<file path="src/rtl/intc_reg_pkg.sv">
package intc_reg_pkg;

    typedef enum logic [2:0] {
        K_PRIO   = 3'd0,
        K_PEND   = 3'd1,
        K_ENABLE = 3'd2,
        K_THRESH = 3'd3,
        K_CLAIM  = 3'd4
    } cfg_kind_e;

    typedef enum logic [1:0] {
        ST_IDLE  = 2'd0,
        ST_ISSUE = 2'd1,
        ST_RESP  = 2'd2
    } ctrl_state_e;

endpackage

</file>
<file path="src/rtl/intc_reg_region.sv">
module intc_reg_region
    import intc_reg_pkg::*;
#(
    parameter int unsigned ADDR_W     = 24,
    parameter int unsigned N_SRC      = 40,
    parameter int unsigned N_CTX      = 3,
    parameter int unsigned PRIO_BASE  = 32'h0000,
    parameter int unsigned PEND_BASE  = 32'h1000,
    parameter int unsigned EN_BASE    = 32'h2000,
    parameter int unsigned EN_STRIDE  = 32'h80,
    parameter int unsigned CTX_BASE   = 32'h20_0000,
    parameter int unsigned CTX_STRIDE = 32'h1000,
    parameter int unsigned IDX_W      = 6,
    parameter int unsigned CTX_W      = 2
) (
    input  logic              write,
    input  logic [ADDR_W-1:0] addr,
    output logic              hit,
    output logic              err,
    output cfg_kind_e         kind,
    output logic [IDX_W-1:0]  index,
    output logic [CTX_W-1:0]  ctx
);
    localparam int unsigned WORDS  = (N_SRC + 31) / 32;
    localparam int unsigned EN_SH  = $clog2(EN_STRIDE);
    localparam int unsigned CTX_SH = $clog2(CTX_STRIDE);

    localparam logic [ADDR_W-1:0] P_SIZE = ADDR_W'(N_SRC * 4);
    localparam logic [ADDR_W-1:0] N_SIZE = ADDR_W'(WORDS * 4);
    localparam logic [ADDR_W-1:0] E_SIZE = ADDR_W'(N_CTX * EN_STRIDE);
    localparam logic [ADDR_W-1:0] C_SIZE = ADDR_W'(N_CTX * CTX_STRIDE);
    localparam logic [ADDR_W-1:0] E_MASK = ADDR_W'(EN_STRIDE - 1);
    localparam logic [ADDR_W-1:0] C_MASK = ADDR_W'(CTX_STRIDE - 1);
    localparam logic [ADDR_W-1:0] N_WRDS = ADDR_W'(WORDS);

    logic [ADDR_W-1:0] p_off, n_off, e_off, c_off, e_word, c_sub;
    logic              aligned;

    assign aligned = (addr[1:0] == 2'b00);
    assign p_off   = addr - ADDR_W'(PRIO_BASE);
    assign n_off   = addr - ADDR_W'(PEND_BASE);
    assign e_off   = addr - ADDR_W'(EN_BASE);
    assign c_off   = addr - ADDR_W'(CTX_BASE);
    assign e_word  = (e_off & E_MASK) >> 2;
    assign c_sub   = c_off & C_MASK;

    always_comb begin
        hit   = 1'b0;
        err   = 1'b0;
        kind  = K_PRIO;
        index = '0;
        ctx   = '0;
        if (!aligned) begin
            hit = 1'b0;
        end else if (p_off < P_SIZE) begin
            hit   = 1'b1;
            kind  = K_PRIO;
            index = IDX_W'(p_off >> 2) + IDX_W'(1);
        end else if (n_off < N_SIZE) begin
            if (write) begin
                err = 1'b1;
            end else begin
                hit   = 1'b1;
                kind  = K_PEND;
                index = IDX_W'(n_off >> 2);
            end
        end else if (e_off < E_SIZE) begin
            if (e_word < N_WRDS) begin
                hit   = 1'b1;
                kind  = K_ENABLE;
                index = IDX_W'(e_word);
                ctx   = CTX_W'(e_off >> EN_SH);
            end else begin
                err = 1'b1;
            end
        end else if (c_off < C_SIZE) begin
            ctx = CTX_W'(c_off >> CTX_SH);
            if (c_sub == ADDR_W'(0)) begin
                hit  = 1'b1;
                kind = K_THRESH;
            end else if (c_sub == ADDR_W'(4)) begin
                hit  = 1'b1;
                kind = K_CLAIM;
            end else begin
                err = 1'b1;
            end
        end else begin
            err = 1'b1;
        end
    end
endmodule

</file>
<file path="src/rtl/intc_reg_ctrl.sv">
module intc_reg_ctrl
    import intc_reg_pkg::*;
#(
    parameter int unsigned ADDR_W = 24,
    parameter int unsigned DATA_W = 32
) (
    input  logic              clk,
    input  logic              rst_n,
    input  logic              req_valid,
    output logic              req_ready,
    input  logic              req_write,
    input  logic [ADDR_W-1:0] req_addr,
    input  logic [DATA_W-1:0] req_wdata,
    output logic              rsp_valid,
    input  logic              rsp_ready,
    output logic [DATA_W-1:0] rsp_rdata,
    output logic              rsp_err,
    output logic              lat_write,
    output logic [ADDR_W-1:0] lat_addr,
    output logic [DATA_W-1:0] lat_wdata,
    input  logic              dec_hit,
    input  logic              dec_err,
    output logic              cfg_valid,
    input  logic [DATA_W-1:0] cfg_rdata
);
    ctrl_state_e state, state_nx;

    // state register
    always_ff @(posedge clk or negedge rst_n) begin
        if (!rst_n) state <= ST_IDLE;
        else        state <= state_nx;
    end

    always_comb begin
        state_nx = state;
        unique case (state)
            ST_IDLE:  if (req_valid) state_nx = ST_ISSUE;
            ST_ISSUE: state_nx = ST_RESP;
            ST_RESP:  if (rsp_ready) state_nx = ST_IDLE;
            default:  state_nx = ST_IDLE;
        endcase
    end

    // outputs
    always_comb begin
        req_ready = 1'b0;
        rsp_valid = 1'b0;
        cfg_valid = 1'b0;
        unique case (state)
            ST_IDLE:  req_ready = 1'b1;
            ST_ISSUE: cfg_valid = dec_hit;
            ST_RESP:  rsp_valid = 1'b1;
            default:  req_ready = 1'b0;
        endcase
    end

    // request latch and response capture
    always_ff @(posedge clk or negedge rst_n) begin
        if (!rst_n) begin
            lat_write <= 1'b0;
            lat_addr  <= '0;
            lat_wdata <= '0;
            rsp_rdata <= '0;
            rsp_err   <= 1'b0;
        end else begin
            if (state == ST_IDLE && req_valid) begin
                lat_write <= req_write;
                lat_addr  <= req_addr;
                lat_wdata <= req_wdata;
            end
            if (state == ST_ISSUE) begin
                rsp_rdata <= (dec_hit && !lat_write) ? cfg_rdata : '0;
                rsp_err   <= dec_err;
            end
        end
    end
endmodule

</file>
<file path="src/rtl/intc_reg_decoder.sv">
module intc_reg_decoder
    import intc_reg_pkg::*;
#(
    parameter int unsigned ADDR_W     = 24,
    parameter int unsigned DATA_W     = 32,
    parameter int unsigned N_SRC      = 40,
    parameter int unsigned N_CTX      = 3,
    parameter int unsigned PRIO_BASE  = 32'h0000,
    parameter int unsigned PEND_BASE  = 32'h1000,
    parameter int unsigned EN_BASE    = 32'h2000,
    parameter int unsigned EN_STRIDE  = 32'h80,
    parameter int unsigned CTX_BASE   = 32'h20_0000,
    parameter int unsigned CTX_STRIDE = 32'h1000,
    parameter int unsigned IDX_W      = $clog2(N_SRC + 1),
    parameter int unsigned CTX_W      = (N_CTX > 1) ? $clog2(N_CTX) : 1
) (
    input  logic              clk,
    input  logic              rst_n,
    input  logic              req_valid,
    output logic              req_ready,
    input  logic              req_write,
    input  logic [ADDR_W-1:0] req_addr,
    input  logic [DATA_W-1:0] req_wdata,
    output logic              rsp_valid,
    input  logic              rsp_ready,
    output logic [DATA_W-1:0] rsp_rdata,
    output logic              rsp_err,
    output logic              cfg_valid,
    output logic              cfg_write,
    output logic [2:0]        cfg_kind,
    output logic [IDX_W-1:0]  cfg_index,
    output logic [CTX_W-1:0]  cfg_ctx,
    output logic [DATA_W-1:0] cfg_wdata,
    input  logic [DATA_W-1:0] cfg_rdata
);
    logic              lat_write;
    logic [ADDR_W-1:0] lat_addr;
    logic [DATA_W-1:0] lat_wdata;
    logic              dec_hit, dec_err;
    cfg_kind_e         dec_kind;

    intc_reg_region #(
        .ADDR_W(ADDR_W), .N_SRC(N_SRC), .N_CTX(N_CTX),
        .PRIO_BASE(PRIO_BASE), .PEND_BASE(PEND_BASE),
        .EN_BASE(EN_BASE), .EN_STRIDE(EN_STRIDE),
        .CTX_BASE(CTX_BASE), .CTX_STRIDE(CTX_STRIDE),
        .IDX_W(IDX_W), .CTX_W(CTX_W)
    ) u_region (
        .write (lat_write),
        .addr  (lat_addr),
        .hit   (dec_hit),
        .err   (dec_err),
        .kind  (dec_kind),
        .index (cfg_index),
        .ctx   (cfg_ctx)
    );

    intc_reg_ctrl #(.ADDR_W(ADDR_W), .DATA_W(DATA_W)) u_ctrl (
        .clk       (clk),
        .rst_n     (rst_n),
        .req_valid (req_valid),
        .req_ready (req_ready),
        .req_write (req_write),
        .req_addr  (req_addr),
        .req_wdata (req_wdata),
        .rsp_valid (rsp_valid),
        .rsp_ready (rsp_ready),
        .rsp_rdata (rsp_rdata),
        .rsp_err   (rsp_err),
        .lat_write (lat_write),
        .lat_addr  (lat_addr),
        .lat_wdata (lat_wdata),
        .dec_hit   (dec_hit),
        .dec_err   (dec_err),
        .cfg_valid (cfg_valid),
        .cfg_rdata (cfg_rdata)
    );

    assign cfg_write = lat_write;
    assign cfg_wdata = lat_wdata;
    assign cfg_kind  = dec_kind;
endmodule

</file>
<file path="config.mk">
export PLATFORM = sky130hd
export DESIGN_NAME = intc_reg_decoder
export DESIGN_NICKNAME = d
export VERILOG_FILES = /design/src/rtl/intc_reg_pkg.sv /design/src/rtl/intc_reg_region.sv /design/src/rtl/intc_reg_ctrl.sv /design/src/rtl/intc_reg_decoder.sv
export SDC_FILE = /design/constraint.sdc
export NUM_CORES = 1
export LEC_CHECK = 0
export BUFFER_PORTS_ARGS = -buffer_cell sky130_fd_sc_hd__buf_2
export CORE_MARGIN = 2
export CORE_UTILIZATION = 40
export DETAILED_ROUTE_END_ITERATION = 10
export PLACE_DENSITY = 0.78
export SYNTH_ARGS = -nofsm -noshare
export SYNTH_HDL_FRONTEND = slang
export SYNTH_SLANG_ARGS = --single-unit
</file>
<file path="constraint.sdc">
create_clock -name clk -period 2.25 [get_ports clk]
set_input_delay 0.45 -clock clk [delete_from_list [all_inputs] [get_ports clk]]
set_output_delay 0.45 -clock clk [all_outputs]
set_load 0.1 [all_outputs]
</file>
# After elaboration in Yosys (flattened, before gate mapping)
# Cells that the tools add are included.
dict set report totals {
  regBits 92
  in_bits 93
  word_cells 73
  out_inout_bits 80
}
dict set report op_classes {
  add_sub_neg 4
  reduce_logical 7
  n_eq_ne 5
  mux 46
  n_lt_le_gt_ge 5
}
# cell n
set ops {}
lappend ops {{$mux 32} 1}
lappend ops {{$mux 6} 5}
lappend ops {{$logic_not 24->1} 1}
lappend ops {{$lt 24x14->1 const B} 1}
lappend ops {{$lt 24x4->1 const B} 1}
lappend ops {{$lt 24x8->1 const B} 1}
lappend ops {{$lt 24x9->1 const B} 1}
lappend ops {{$sub 24x13->24 const B} 1}
lappend ops {{$sub 24x14->24 const B} 1}
lappend ops {{$sub 24x22->24 const B} 1}
lappend ops {{$mux 1} 22}
lappend ops {{$mux 3} 7}
lappend ops {{$mux 2} 9}
lappend ops {{$eq 12x3->1 const B} 1}
lappend ops {{$add 6x1->6 const B} 1}
lappend ops {{$pmux 2 s3} 1}
lappend ops {{$lt 5x2->1 const B} 1}
lappend ops {{$mux 5} 1}
lappend ops {{$logic_not 2->1} 2}
lappend ops {{$ne 2x2->1 const B} 2}
lappend ops {{$eq 2x1->1 const B} 1}
lappend ops {{$eq 2x2->1 const B} 1}
lappend ops {{$logic_and 1x1->1} 2}
lappend ops {{$reduce_and 2->1} 1}
lappend ops {{$logic_not 1->1} 1}

# Depth between registers and ports, before layout
dict set report depth {
  depth_word 11
  ltp_mapped 9
  mapped_depth_nobuf 8
}

# By module
# From an unflattened synthesis, not the netlist that was laid out.
dict set report unflattened {
  hier_cells 313
  hier_area_um2 4113.9
}
# module cells_each seq_area_each_um2 area_per_inst_um2 instances
set by_module_without_submodules {}
lappend by_module_without_submodules {intc_reg_ctrl 205 2302.2 3395.8 1}
lappend by_module_without_submodules {intc_reg_region 108 0.0 718.2 1}

# Least setup slack after synthesis
# No wires, ideal clock.
dict set report synth_timing {
  kind {register to output}
  start {reg u_ctrl.lat_write}
  end {out cfg_index[0]}
  required_ps 1800
  arrival_ps 4049
  setup_slack_ps -2249
  n_path_buf 0
  path_stages_with_launch 6
  path_cell_list {dfrtp_1 -> nor4b_1 -> nand4_1 -> nor4b_4 -> nor2_1 -> o31ai_1}
}
dict set report synth_via {
  elab_chain_cells 4
}
# element line_no
set synth_rtl {}
lappend synth_rtl {{start: declaration} intc_reg_ctrl.sv:18} ;# output logic lat_write,
lappend synth_rtl {{start signal: assignment} intc_reg_ctrl.sv:67} ;# lat_write <= req_write;
lappend synth_rtl {{$mux 6} intc_reg_region.sv:60} ;# if (write) begin
lappend synth_rtl {{$mux 6} intc_reg_region.sv:59} ;# end else if (n_off < N_SIZE) begin
lappend synth_rtl {{$mux 6} intc_reg_region.sv:55} ;# end else if (p_off < P_SIZE) begin
lappend synth_rtl {{$mux 6} intc_reg_region.sv:53} ;# if (!aligned) begin
lappend synth_rtl {{end: declaration} intc_reg_decoder.sv:31} ;# output logic [IDX_W-1:0] cfg_index,
# No other way between the ends.

# Worst setup path after layout
dict set report layout_timing {
  start {reg u_ctrl.lat_addr[14]}
  end {out cfg_index[3]}
}
dict set report layout_via {
  elab_chain_cells 6
  elab_cells_between_ends 9
  cone_classes {add/sub: 2; order compare: 3; mux: 4}
}
# element line_no
set layout_rtl {}
lappend layout_rtl {{start: declaration} intc_reg_ctrl.sv:19} ;# output logic [ADDR_W-1:0] lat_addr,
lappend layout_rtl {{start signal: assignment} intc_reg_ctrl.sv:68} ;# lat_addr <= req_addr;
lappend layout_rtl {{$sub 24x14->24} intc_reg_region.sv:42} ;# assign e_off = addr - ADDR_W'(EN_BASE);
lappend layout_rtl {{$lt 24x9->1} intc_reg_region.sv:67} ;# end else if (e_off < E_SIZE) begin
lappend layout_rtl {{$mux 6} intc_reg_region.sv:67}
lappend layout_rtl {{$mux 6} intc_reg_region.sv:59}
lappend layout_rtl {{$mux 6 (*)} intc_reg_region.sv:55}
lappend layout_rtl {{$mux 6 (*)} intc_reg_region.sv:53}
# Every way passes the cells marked *; elsewhere a longest branch is shown, timed or not.

==> results.md <==
- Vias in the first global route: 3608
- Mux share of post-synthesis cell area: 14.0%
- Worst-Margin Slew: 592 ps
- Crit end category: output port
- Initial Utilization: 41.0%
- Cells after synthesis: 305
- Placed wire-length estimate: 8.02 mm
- Failing checks: setup timing
- CP Launch Type: flop
- Ys async rst share: 100%
- R2r setup slk: -160 ps
- First-pass DRT Iterations: 4
- Sw Ratio: 52.0%
- CTS Hold Bufs: 0
- Fmax: 0.338 GHz
- CTS buffer count: 9
- CP max FO: 6
- Syn avg cell area: 13.2 um^2
- Max cap viols: 0
- CTS sink count: 92
- Layout cell share with drive strength beyond 1: 63.9%
- Seq/Total Area, Yosys: 57.4%
- DR vias/cell: 5.11
- Ports: 173
- Fin. max-slew vios: 0
- Reg2reg start: u_ctrl.lat_addr[14]$_DFFE_PN0P_
- RSZ-0062 raised after global routing: true
- Rel. slew slack: 60.5%
- CTS max path bufs: 2
- WP data arrival: 2510 ps
- Final min period: 2960 ps
- Final TNS setup: -11410 ps
- Net Switching: 0.00476 W
- Largest family of logic cells by synthesized area: multiplexers
- # DRC: 0
- Synth Area in Adders: 1.87%
- Xor and xnor area share after synthesis: 1.53%
- Final WL: 11.0 mm
- Critical Path RT: 1800 ps
- Synth Area in Compound Gates: 12.3%
- Pwr per Cell Area: 1500 nW/um^2
- FF+latch count, synth: 92
- Grt ovf: 0
- CTS tree: yes
- Cell area after synthesis: 4010 um^2
- Root buffer cell: clkbuf_8
- ANT nets after route: 0
- R2R depth: 10
- Core area: 9770 um^2
- Initial antenna violation count: 0
- Syn nets: 404
- Overall Power: 0.00916 W
- Worst VDD drop: 1.18 mV
- Leak: 2.99 nW
- Sequential share of power: 28.1%
- Period Utilization, post-route: 132%
- Final Skew: 14.3 ps
- Die height: 104 um
- Die area: 10800 um^2
- DR WL/cell: 16.4 um
- Setup ws final: -710 ps
- Placer Congestion: 0.840
- Reg2reg end: u_ctrl.rsp_rdata[21]$_DFFE_PN0P_
- Finish-stage setup viols: 44
- Final Hold Viols: 0
- Worst Hold Class: in2async
- Logic pwr share: 58.5%
- Yosys cell types: 43
- Internal power: 0.00440 W
- Clk slew on worst S/H paths: 100 ps
- Final Util: 62.6%
- # rows: 36
- Crit Path Category: reg2out
- H-tree levels: 3
- Largest net degree at the start of global routing: 66
- Antenna Cells: 0
- First-pass GRT wire length: 17.5 mm
- Initial DRC Count: 173
- Clk network pwr share: 13.5%
- Area delta synth->final: 52.6%
- DR vias: 3409
- Main synth FF type: dfrtp_1
- Post-synth EDFFs: 0
- Status: finished, violations left
- Skew-Pair Late Insertion Delay: 360 ps
- Final #Nets: 629
- IO buf count: 172
- Die width: 104 um
- Post-Synth Simple-Gate Area: 9.70%
- Tot GR Track Use: 20.1%
- Total of warnings raised by yosys: 0
[logic make-up (layout without fill, tap and decap cells)]
kind of cell | after synthesis | after routing
flip-flops | 92 | 92
AND/OR/NAND/NOR | 65 | 65
AO/OA/AOI/OAI | 60 | 60
multiplexers | 50 | 50
buffers and inverters | 25 | 254
XOR/XNOR | 7 | 7
adder cells (fa/ha/maj) | 6 | 6
[synth_stat cells (2+ instances only)]
cell / instances / area [um^2]
nand3_1: 3 / 15.0
ha_1: 6 / 75.1
nand4_1: 6 / 37.5
xnor2_1: 3 / 26.3
nor3_1: 8 / 40.0
buf_8: 3 / 45.0
inv_1: 8 / 30.0
or2_2: 3 / 18.8
clkbuf_1: 13 / 48.8
a21o_1: 2 / 15.0
nand2_1: 13 / 48.8
nor4_1: 4 / 25.0
and2_1: 2 / 12.5
o21ai_0: 9 / 45.0
a21oi_1: 3 / 15.0
dfrtp_1: 92 / 2300
nor4b_1: 2 / 17.5
and3_1: 5 / 31.3
a22o_1: 34 / 298
nand2b_1: 2 / 12.5
o31ai_1: 2 / 15.0
mux2_2: 50 / 563
xor2_1: 4 / 35.0
nor2_1: 8 / 30.0
or3_1: 2 / 12.5
[sequential cells by signal, summed over array words and instances (netlist names)]
| register | cells |
|---|---|
| u_ctrl.lat_wdata | 32 |
| u_ctrl.rsp_rdata | 32 |
| u_ctrl.lat_write | 1 |
| u_ctrl.rsp_err | 1 |
| u_ctrl.lat_addr | 24 |
| u_ctrl.state | 2 |
[layout by cell type, fill, tap and decap left out, types with 3 or more instances in the layout]
cell,instances
buf_2,159
dfrtp_1,91
mux2_2,50
buf_4,50
a22o_1,34
buf_12,15
nand2_1,12
clkbuf_8,9
o21ai_0,8
nand4_1,6
nor2_1,5
buf_6,5
inv_2,4
inv_1,4
xor2_1,4
nor3_1,4
nand3_1,3
and3_4,3
nor3_2,3
ha_1,3
[timing repair]
action / 4_1_cts / 5_1_grt
endpoints found under the setup margin: 44 / 44
resized for setup: 16 / 10
gates cloned: 0 / 3
pin swaps: 7 / 14
setup buffers: 0 / 5
[power groups by stage]
stage	logic (W)	clock network, W	registers [W]
CTS	0.00525	0.00126	0.00258
floorplan	0.00152	0	0.00488
global route	0.00558	0.00134	0.00264
detailed placement	0.00517	0	0.00259
finish	0.00535	0.00123	0.00257
global placement	0.00512	0	0.00256
[per-stage QoR]
step | setup WS [ps] | hold WS (ps) | area, um^2 | std cells
6_report | -710 | 76.3 | 6120 | 667
3_5_place_dp | -392 | 487 | 5700 | 644
2_1_floorplan | -720 | 154 | 4170 | 305
4_1_cts | -728 | 92.3 | 5980 | 659
5_1_grt | -843 | 93.5 | 6120 | 667
3_3_place_gp | -361 | 483 | 5700 | 644
[per-layer routing]
layer  up-vias  GRT usage [%]  routed length, um
li1       1575              -                  -
met4         0           6.37                167
met1      1714           23.7               4480
met3        14           5.26                556
met2       106           35.9               5750
met5         -              0                  0
[layout make-up]
class / instances / area [um^2]
Clock inverter: 6 / 96.3
Timing Repair Buffer: 231 / 1580
Tap cell: 133 / 166
Sequential cell: 92 / 2300
Fill cell: 766 / 3650
Clock buffer: 9 / 124
Inverter: 8 / 30.0
Multi-Input combinational cell: 188 / 1820
[critical path: stages, from the launching register on]
cell,delay [ps]
dfrtp_1,410
or4_4,560
o22a_4,260
nor4b_4,260
buf_6,160
o2111ai_1,170
o31ai_4,120
buf_12,210
[worst max-delay path by stage]
stage | startpoint | endpoint | cells past startpoint
floorplan | u_ctrl.lat_addr[13]$_DFFE_PN0P_ | cfg_valid | 8
global placement | u_ctrl.lat_addr[13]$_DFFE_PN0P_ | cfg_index[4] | 8
detailed placement | u_ctrl.lat_addr[13]$_DFFE_PN0P_ | cfg_valid | 10
CTS | u_ctrl.lat_addr[15]$_DFFE_PN0P_ | cfg_valid | 7
global route | u_ctrl.lat_addr[19]$_DFFE_PN0P_ | cfg_index[4] | 8
finish | u_ctrl.lat_addr[14]$_DFFE_PN0P_ | cfg_index[3] | 7
No activity file was read; power rests on OpenSTA's default activity.
